===== src/rtl/prot_bank_pkg.sv =====
package prot_bank_pkg;

    typedef enum logic [1:0] {
        ST_IDLE    = 2'd0,
        ST_WR_HELD = 2'd1,
        ST_RD_HELD = 2'd2
    } bus_state_t;

    localparam int unsigned NUM_REGS = 4;

    // Register index is the low two address bits of the protection window.
    localparam int unsigned RG_COMMIT = 0;
    localparam int unsigned RG_INVERT = 1;
    localparam int unsigned RG_STAGE  = 2;
    localparam int unsigned RG_STEP   = 3;

    localparam logic [15:0] WR_MASK  = 16'hE103;
    localparam logic [15:0] RD_MASK  = 16'hE100;
    localparam logic [15:0] REG_BASE = 16'h4100;

endpackage


===== src/rtl/prot_bus_seq.sv =====
module prot_bus_seq
    import prot_bank_pkg::*;
#(
    parameter int unsigned ADDR_W = 16
) (
    input  logic                clk,
    input  logic                rst_n,
    input  logic                bus_cyc,
    input  logic                bus_rnw,
    input  logic [ADDR_W-1:0]   bus_addr,
    output logic [NUM_REGS-1:0] reg_we,
    output logic                rom_we,
    output logic                rd_hit
);

    localparam logic [ADDR_W-1:0] WMASK = ADDR_W'(WR_MASK);
    localparam logic [ADDR_W-1:0] RMASK = ADDR_W'(RD_MASK);
    localparam logic [ADDR_W-1:0] BASE  = ADDR_W'(REG_BASE);

    bus_state_t state_q, state_d;
    logic [NUM_REGS-1:0] reg_hit;
    logic                wr_start;

    for (genvar g = 0; g < NUM_REGS; g++) begin : g_dec
        assign reg_hit[g] = (bus_addr & WMASK) == (BASE | ADDR_W'(g));
    end

    always_ff @(posedge clk or negedge rst_n) begin
        if (!rst_n) state_q <= ST_IDLE;
        else        state_q <= state_d;
    end

    always_comb begin
        state_d = state_q;
        unique case (state_q)
            ST_IDLE: begin
                if (bus_cyc) state_d = bus_rnw ? ST_RD_HELD : ST_WR_HELD;
            end
            ST_WR_HELD, ST_RD_HELD: begin
                if (!bus_cyc) state_d = ST_IDLE;
            end
            default: state_d = ST_IDLE;
        endcase
    end

    always_comb begin
        wr_start = 1'b0;
        unique case (state_q)
            ST_IDLE:    wr_start = bus_cyc && !bus_rnw;
            ST_WR_HELD: wr_start = 1'b0;
            ST_RD_HELD: wr_start = 1'b0;
            default:    wr_start = 1'b0;
        endcase
        rom_we = wr_start && bus_addr[ADDR_W-1];
        reg_we = wr_start ? reg_hit : '0;
        rd_hit = bus_cyc && bus_rnw && ((bus_addr & RMASK) == BASE);
    end

endmodule


===== src/rtl/prot_core.sv =====
module prot_core
    import prot_bank_pkg::*;
#(
    parameter int unsigned DATA_W = 8,
    parameter int unsigned CNT_W  = 3
) (
    input  logic                clk,
    input  logic                rst_n,
    input  logic [NUM_REGS-1:0] reg_we,
    input  logic [DATA_W-1:0]   wdata,
    output logic [CNT_W-1:0]    work_r,
    output logic                stage_s,
    output logic                inv_flag,
    output logic                inc_flag
);

    localparam logic [CNT_W-1:0] ONE = CNT_W'(1);

    logic [CNT_W-1:0] stage_p;
    logic [CNT_W-1:0] work_d;

    always_comb begin
        if (inc_flag)      work_d = work_r + ONE;
        else if (inv_flag) work_d = ~stage_p;
        else               work_d = stage_p;
    end

    always_ff @(posedge clk or negedge rst_n) begin
        if (!rst_n) begin
            stage_p  <= '0;
            stage_s  <= 1'b0;
            inv_flag <= 1'b0;
            inc_flag <= 1'b0;
            work_r   <= '0;
        end else begin
            if (reg_we[RG_STAGE]) begin
                stage_p <= wdata[CNT_W-1:0];
                stage_s <= wdata[CNT_W];
            end
            if (reg_we[RG_INVERT]) inv_flag <= wdata[0];
            if (reg_we[RG_STEP])   inc_flag <= wdata[0];
            if (reg_we[RG_COMMIT]) work_r   <= work_d;
        end
    end

endmodule


===== src/rtl/bank_latch.sv =====
module bank_latch #(
    parameter int unsigned CNT_W = 3
) (
    input  logic             clk,
    input  logic             rst_n,
    input  logic             load,
    input  logic [CNT_W-1:0] d,
    output logic             prg_bank,
    output logic [CNT_W-2:0] chr_bank
);

    logic [CNT_W-1:0] q;

    always_ff @(posedge clk or negedge rst_n) begin
        if (!rst_n)    q <= '0;
        else if (load) q <= d;
    end

    assign prg_bank = q[CNT_W-1];
    assign chr_bank = q[CNT_W-2:0];

endmodule


===== src/rtl/prot_bank_ctrl.sv =====
module prot_bank_ctrl
    import prot_bank_pkg::*;
#(
    parameter int unsigned ADDR_W = 16,
    parameter int unsigned DATA_W = 8,
    parameter int unsigned CNT_W  = 3
) (
    input  logic              clk,
    input  logic              rst_n,
    input  logic              bus_cyc,
    input  logic              bus_rnw,
    input  logic [ADDR_W-1:0] bus_addr,
    input  logic [DATA_W-1:0] bus_wdata,
    output logic [DATA_W-1:0] bus_rdata,
    output logic [DATA_W-1:0] bus_rd_oe,
    output logic              prg_bank,
    output logic [CNT_W-2:0]  chr_bank
);

    localparam int unsigned RB_W  = CNT_W + 1;
    localparam int unsigned PAD_W = DATA_W - RB_W;

    logic [NUM_REGS-1:0] reg_we;
    logic                rom_we;
    logic                rd_hit;
    logic [CNT_W-1:0]    work_r;
    logic                stage_s;
    logic                inv_flag;
    logic                inc_flag;
    logic [RB_W-1:0]     readback;

    prot_bus_seq #(.ADDR_W(ADDR_W)) u_seq (
        .clk      (clk),
        .rst_n    (rst_n),
        .bus_cyc  (bus_cyc),
        .bus_rnw  (bus_rnw),
        .bus_addr (bus_addr),
        .reg_we   (reg_we),
        .rom_we   (rom_we),
        .rd_hit   (rd_hit)
    );

    prot_core #(.DATA_W(DATA_W), .CNT_W(CNT_W)) u_core (
        .clk      (clk),
        .rst_n    (rst_n),
        .reg_we   (reg_we),
        .wdata    (bus_wdata),
        .work_r   (work_r),
        .stage_s  (stage_s),
        .inv_flag (inv_flag),
        .inc_flag (inc_flag)
    );

    bank_latch #(.CNT_W(CNT_W)) u_bank (
        .clk      (clk),
        .rst_n    (rst_n),
        .load     (rom_we),
        .d        (work_r),
        .prg_bank (prg_bank),
        .chr_bank (chr_bank)
    );

    assign readback  = {stage_s ^ inv_flag, work_r};
    assign bus_rdata = {{PAD_W{1'b0}}, readback};
    assign bus_rd_oe = rd_hit ? {{PAD_W{1'b0}}, {RB_W{1'b1}}} : '0;

endmodule


===== config.mk =====
export PLATFORM = sky130hd
export DESIGN_NAME = prot_bank_ctrl
export DESIGN_NICKNAME = d
export VERILOG_FILES = /design/src/rtl/prot_bank_pkg.sv /design/src/rtl/prot_bus_seq.sv /design/src/rtl/prot_core.sv /design/src/rtl/bank_latch.sv /design/src/rtl/prot_bank_ctrl.sv
export SDC_FILE = /design/constraint.sdc
export NUM_CORES = 1
export LEC_CHECK = 0
export BUFFER_PORTS_ARGS = -buffer_cell sky130_fd_sc_hd__buf_4
export CORE_MARGIN = 2
export CORE_UTILIZATION = 39
export DETAILED_ROUTE_END_ITERATION = 10
export PLACE_DENSITY = 0.8
export SYNTH_ARGS = -nofsm -noshare
export SYNTH_HDL_FRONTEND = slang
export SYNTH_SLANG_ARGS = --single-unit

===== constraint.sdc =====
create_clock -name clk -period 1.6 [get_ports clk]
set_input_delay 0.4 -clock clk [delete_from_list [all_inputs] [get_ports clk]]
set_output_delay 0.4 -clock clk [all_outputs]
set_load 0.01 [all_outputs]

==> run summary, run 1 <==
The run finished with clean final reports. The number of nets with antenna violations after detailed routing is 0. The routed layout has 592 vias. Met1 usage: 15.4%. STA classifies the critical path endpoint as a flop. For this run, the total global-route usage over all layers was measured as 12.1%. Dividing the detail-routed via count by the number of cells gives 4.77. The maximum buffer depth of the clock tree was 2. After technology mapping, the gate count stands at 72. The arrival time at the worst endpoint came out at 1.71 ns.

The initial detailed-routing violation count was 6. Based on the critical path, the design can be clocked at up to 642 MHz. The weighted congestion reported at the end of routability-driven placement came out at 0.715.

Static power due to leakage: 0.536 nW. The layout cell share with drive strength beyond 1 works out to 49.5%. The clock-pin slew on the worst setup and hold paths is 0.08 ns, and the via count of the first global-routing pass is 537. Origin of the worst min-delay path: bus_cyc. Buffers inserted during clock tree synthesis total 3. The iteration count of the initial detailed-routing pass was 4. In this run the worst hold path is classified as in2reg. The run gives 19.3% as the met2 usage. Pin placement for this block handled 47 I/O pins. TritonCTS built the clock tree. For this run, the number of Yosys warnings is 0. In the final routed layout, each cell accounts on average for 11.1 µm.

Starting density of the core: 42.1%. The multi-input logic area was 425 µm²; the global-route congestion overflow total was 0. For the number of diodes, the log shows 0. The pre-CTS setup slack is -0.0811 ns. Along the worst path, the maximum fanout reaches 3. The floorplan step set the die width to 50.5 µm. The worst path uses 97.3% of the clock period.

Tracing the worst setup path back leads to its startpoint at u_seq.state_q[1]. For this run, the register share of the synthesized area comes to 41.6%. The design draws 1.00 mW. The final instance area was 1060 µm²; the post-synthesis cell type count was 23. The core region area came out at 2000 µm². The final HPWL from detailed placement was 1.16 mm; the clock skew was 0.00129 ns. For this block, the routed nets add up to 1.38 mm of wire. After synthesis the netlist holds a flip-flop and latch count of 14. The final setup violation count was 0. The worst setup path is launched from a flop. The synthesized netlist occupies a cell area of 842 µm². The tool flagged a number of max-cap violations equal to 0. The initial antenna violation count was 0. The worst register-to-register path begins at u_seq.state_q[1].

The global-route wire length before repair was 2.31 mm; the cell area after placement was 1000 µm². The run gives 16 as the row count. Setup repair after global routing could not meet its margin everywhere.

The die covers 2550 µm². The count of fill cells added during filler insertion is 191, and the floorplan die height is 50.5 µm. The run gives 0 as the final count of pins violating max slew.

The logs give 14 for the count of clock tree sinks and 15 for the largest net degree at the start of global routing. Final hold analysis gives a worst-case slack of 0.354 ns. The count of buffers added on input and output ports is 24.

The type of the worst setup path was reg2reg. The power per cell area is 948 nW/µm², and the remaining design rule violation count is 0. After layout, the worst setup slack is 0.0431 ns.

met2 is the most crowded layer. Registers take 350 µm². The worst voltage drop across the vdd grid was 0.566 mV; the mean instance size in the synthesized netlist was 11.7 µm². For this run, the post-layout net count is 129. For the final hold violation count, the log shows 0. For the total number of H-tree levels, the log shows 1. The post-synthesis to final-layout area growth was 25.4%.

The tools report the met3 capacity usage during global routing as 3.87%. Subtracting the final worst setup slack from the clock period gives 1.56 ns. For the worst setup path, the data required time is 1.76 ns. Clock latency on the worst-skew pair, taken at its later pin, is 0.27 ns. The root buffer cell chosen for the clock tree is clkbuf_4.
[cell usage in the layout (no fill, tap or decap)]
cell           count
ha_1               1
nor4_2             1
nand2_1            4
xor2_1             1
conb_1             8
mux2_2            12
buf_4             27
mux2i_1            4
and3b_1            2
nand3b_1           1
dfrtp_1           14
xnor2_1            4
nor4_4             1
and4bb_2           1
inv_1              3
nand4bb_1          1
clkbuf_4           3
dlygate4sd3_1      1
ha_2               1
nand4_1            1
a21oi_1            2
and3_4             1
and4_4             1
nor3b_1            1
o21ai_0            1
[stage by stage]
stage	instances	util [%]	TNS [ns]
6_report	124	52.8	0
5_1_grt	124	52.8	-0.169
4_1_cts	123	52.0	0
3_5_place_dp	119	50.1	-0.229
3_3_place_gp	119	50.1	-0.00362
2_1_floorplan	79	-	0
[worst max-delay path, stage by stage, from the launching register on]
cell,delay [ns]
dfrtp_1,0.41
inv_1,0.07
ha_2,0.18
nand3b_1,0.15
nor4_4,0.27
mux2_2,0.37
[cell type report]
type,count,area share [%]
multi-input cells,49,40.3
well taps,27,3.20
repair buffers,28,20.1
flip-flops and latches,14,33.2
clock buffers,3,2.13
inverters,3,1.07
[metal layers]
metal  routed length [µm]  up-vias
li1                     -      281
met1                  576      276
met2                  640       33
met3                  148        2
met4                   12        0
met5                    0        -
[final timing paths]
kind,end,slack [ns],cells after the start
worst max-delay path,u_core.work_r[0],0.04,5
min in group asynchronous,u_core.stage_s,0.51,2
worst min register to register,u_bank.q[2],0.51,1
max in group asynchronous,u_core.work_r[1],0.93,2
worst min-delay path,u_seq.state_q[0],0.35,2
worst max register to register,u_core.work_r[0],0.04,5
[state kept, by name, summed over array words and instances (netlist names)]
signal           flops
u_core.inv_flag      1
u_bank.q             3
u_seq.state_q        2
u_core.stage_s       1
u_core.inc_flag      1
u_core.work_r        3
u_core.stage_p       3
[power breakdown]
| part | leakage (nW) | switching [mW] | internal (mW) |
|---|---|---|---|
| clock | 0.0138 | 0.101 | 0.0870 |
| combinational | 0.330 | 0.164 | 0.212 |
| sequential | 0.192 | 0.0391 | 0.398 |
[Yosys cell counts]
library cell | n | area (µm²)
and3_1 | 1 | 6.26
buf_2 | 1 | 5.00
and3b_1 | 2 | 17.5
nand2_1 | 4 | 15.0
a21oi_1 | 2 | 10.0
nor4_4 | 1 | 21.3
xor2_1 | 1 | 8.76
o21ai_0 | 1 | 5.00
nand4_1 | 1 | 6.26
inv_1 | 3 | 11.3
and4bb_2 | 1 | 12.5
conb_1 | 1 | 3.75
mux2i_1 | 4 | 40.0
nor4_1 | 1 | 6.26
nand3b_1 | 1 | 7.51
nor3b_1 | 1 | 7.51
mux2_2 | 12 | 135
nand4bb_1 | 1 | 11.3
buf_4 | 12 | 90.1
dfrtp_1 | 14 | 350
xnor2_1 | 4 | 35.0
ha_1 | 2 | 25.0
and4_4 | 1 | 11.3
[logic make-up (layout without fill, tap and decap cells)]
| group | after synthesis | after routing | synth area share (%) |
|---|---|---|---|
| multiplexers | 16 | 16 | 20.8 |
| buffers and inverters | 16 | 34 | 12.6 |
| AND/OR/NAND/NOR | 15 | 15 | 14.6 |
| flip-flops | 14 | 14 | 41.6 |
| XOR/XNOR | 5 | 5 | 5.20 |
| AO/OA/AOI/OAI | 3 | 3 | 1.78 |
| adder cells (fa/ha/maj) | 2 | 2 | 2.97 |
| other | 1 | 8 | 0.445 |
[repair_timing]
item | in CTS | in global routing
pin swaps | 0 | 1
setup buffers | 0 | 1
hold endpoints to repair | 14 | 0
endpoints found under the setup margin | 1 | 15
gates resized for setup | 1 | 2
hold buffers | 1 | 0
Power figures use the tool's default switching activity.
==> run 2: changes to the inputs <==
--- a/config.mk
+++ b/config.mk
@@ -10,6 +10,7 @@
 export CORE_UTILIZATION = 39
 export DETAILED_ROUTE_END_ITERATION = 10
 export PLACE_DENSITY = 0.8
+export RECOVER_POWER = 100
 export SYNTH_ARGS = -nofsm -noshare
 export SYNTH_HDL_FRONTEND = slang
 export SYNTH_SLANG_ARGS = --single-unit
==> run summary, run 2 (synthesis results as in run 1) <==
The logs give 0 for the final hold violation count and 0 for the global-route congestion overflow total. The slowest stage of the critical path is the dfrtp_1 cell. The clock skew came out at 0.00124 ns. Measured against its own limit, the worst slew margin works out to 52.8%. The core region area is 2000 µm². 0 antenna diodes ended up in the layout. Count of fill cells added during filler insertion: 199.

The pre-CTS setup slack was -0.0811 ns. The worst setup path is captured at a flop. The count of clock tree sinks was 14; the total number of H-tree levels was 1. For the final setup violation count, the log shows 0. The buffers plus inverters on the worst setup path is 1. Shortest clock period the worst path allows after layout: 1.56 ns. In this run, the combinational gates consume 37.3% of the power. The tools report the total CTS buffers as 3. The portion of the clock cycle consumed by the worst path in the final layout was 97.6%; the post-synthesis to final-layout area growth was 22.7%.

Power dissipated by switching net loads: 0.304 mW. Of the cells placed in the final design, the portion with a size suffix greater than 1 is 43.3%. The tools report the initial detailed-routing violation count as 6. met2 is the most crowded layer.

The clock root buffer was clkbuf_4. The flow ran to the end, and the final reports show no timing, DRC or antenna violations. Broken down by cell family, the worst path's largest delay share belongs to simple AND/OR/NAND/NOR gates. Summed over all layers, the routed wires come to 1.38 mm. The die area is 2550 µm². No sink is reached through more buffers than the 2 on the longest clock path. The power per cell area works out to 965 nW/µm². Summing all placed instances gives a cell area of 1000 µm².

The logs give 4 for the iteration count of the initial detailed-routing pass and 1.72 ns for the arrival time at the worst endpoint. Global routing used 12.1% of the available tracks across all layers. The worst setup path is launched from a flop. Routability-driven placement finished with a final weighted congestion of 0.715. The library cells used most frequently in the layout, excluding fill and tap cells, are buf_4, dfrtp_1, mux2_2. After the last flow step, the layout net total stands at 129. The largest registers in the layout are u_bank.q (3), u_core.stage_p (3), u_core.work_r (3). Summing all non-filler instances in the final layout gives an area of 1030 µm². The die outline width was 50.5 µm; the average routed wire per standard cell was 11.1 µm.

The final HPWL from detailed placement was 1.16 mm; the final worst-path setup slack was 0.0391 ns. The total power was 0.998 mW. Setup repair after global routing could not meet its margin everywhere. The delay contributed by the slowest stage of the critical path was 0.41 ns. TritonCTS built the clock tree.

Traced cell by cell, the critical path runs through inv_1 -> ha_2 -> nand3b_1 -> nor4_4 -> mux2_2. Across the run, the number of max-cap violations was 0. Once the floorplan was initialized, standard cells occupied 42.1% of the core. For the met2 usage, the log shows 19.3%. The most common library cell in the layout ignoring fill and taps was buf_4.

After clock tree synthesis, the clock-pin slew on the worst setup and hold paths is 0.08 ns. The number of nets with antenna violations after detailed routing is 0, and the met3 capacity usage during global routing is 3.87%. Entering global routing, the biggest net connects 15 pins. The finished layout holds 124 standard cells, fillers aside. The via count of the first global-routing pass was 537. For the internal power component, the log shows 0.693 mW. The clock latency reported for the late side of the worst-skew pair is 0.27 ns, and the transition time at the pin with the least slew margin is 0.708 ns. For the worst voltage drop across the vdd grid, the log shows 0.562 mV.

Kind of path behind the tightest hold check: in2reg. The floorplan has 16 rows. The routed layout has 591 vias.

The maximum operating frequency was 641 MHz; the static power due to leakage was 0.511 nW. For the initial antenna violation count, the log shows 0. Along the worst path, the maximum fanout reaches 3. The die is 50.5 µm tall.

Portion of total power attributed to sequential cells: 43.8%. The share of total power consumed by net switching was 30.5%. For the final count of pins violating max slew, the log shows 0. The first global-routing pass estimated 2.31 mm of wire. The remaining design rule violation count is 0. The critical path is of the reg2reg type.

The clock network is responsible for 18.9% of the overall power. The met1 usage is 15.4%. The tools report the top-level port count as 47.

The average via count per standard cell came out at 4.77. The tools report the number of placed cells counting well taps as 119. Port buffering added 24 buffers. For the worst setup path, the data required time is 1.76 ns.
==> run 2: routing by layer <==
metal	vias to the layer above	share of wire (%)	wire length, µm
met4	0	0.87	12
met1	275	41	571
met5	-	0	0
met2	33	47	643
met3	2	11	154
li1	281	-	-
==> run 2: power groups by stage <==
stage	combinational, mW	sequential [mW]	clock [mW]
after detailed placement	0.340	0.443	0
after CTS	0.344	0.437	0.196
after global routing	0.423	0.442	0.210
after global placement	0.316	0.438	0
after floorplan	0.237	0.432	0
final	0.372	0.437	0.188
==> run 2: path summary, 6_finish.rpt <==
kind	startpoint	end	slack (ns)	depth (start not counted)
hold reg to reg	u_bank.q[2]	u_bank.q[2]	0.51	1
setup reg to reg	u_seq.state_q[1]	u_core.work_r[0]	0.04	5
max in group asynchronous	rst_n	u_core.work_r[1]	0.47	2
setup / recovery	u_seq.state_q[1]	u_core.work_r[0]	0.04	5
min in group asynchronous	rst_n	u_core.inv_flag	0.69	2
hold / removal	bus_cyc	u_seq.state_q[0]	0.35	2
==> run 2: worst reg2reg max path, cell delays in order, from the launching register on <==
cell and delay, ns:
dfrtp_1 0.41, inv_1 0.07, ha_2 0.18, nand3b_1 0.15
nor4_4 0.27, mux2_2 0.38
==> run 2: through the flow <==
step                      util, %  TNS (ns)  hold WS (ns)
after floorplan                 -         0         0.104
after global placement       50.1  -0.00362         0.253
after detailed placement     50.1    -0.229         0.256
after CTS                    52.0         0         0.341
after global routing         51.6    -0.169         0.355
final                        51.6         0         0.354
==> run 2: timing repair <==
item	in CTS	in global routing
hold buffers	1	0
setup endpoints to repair	1	15
setup buffers	0	1
pin swaps	0	1
endpoints found under the hold margin	14	0
gates resized for setup	1	2
==> run 2: cell type report <==
cell class | instances | area, µm² | share of cell area (%)
repair buffers | 28 | 190 | 18.4
flip-flops and latches | 14 | 350 | 33.9
multi-input cells | 49 | 425 | 41.2
clock buffers | 3 | 22.5 | 2.18
inverters | 3 | 11.3 | 1.09
well taps | 27 | 33.8 | 3.27
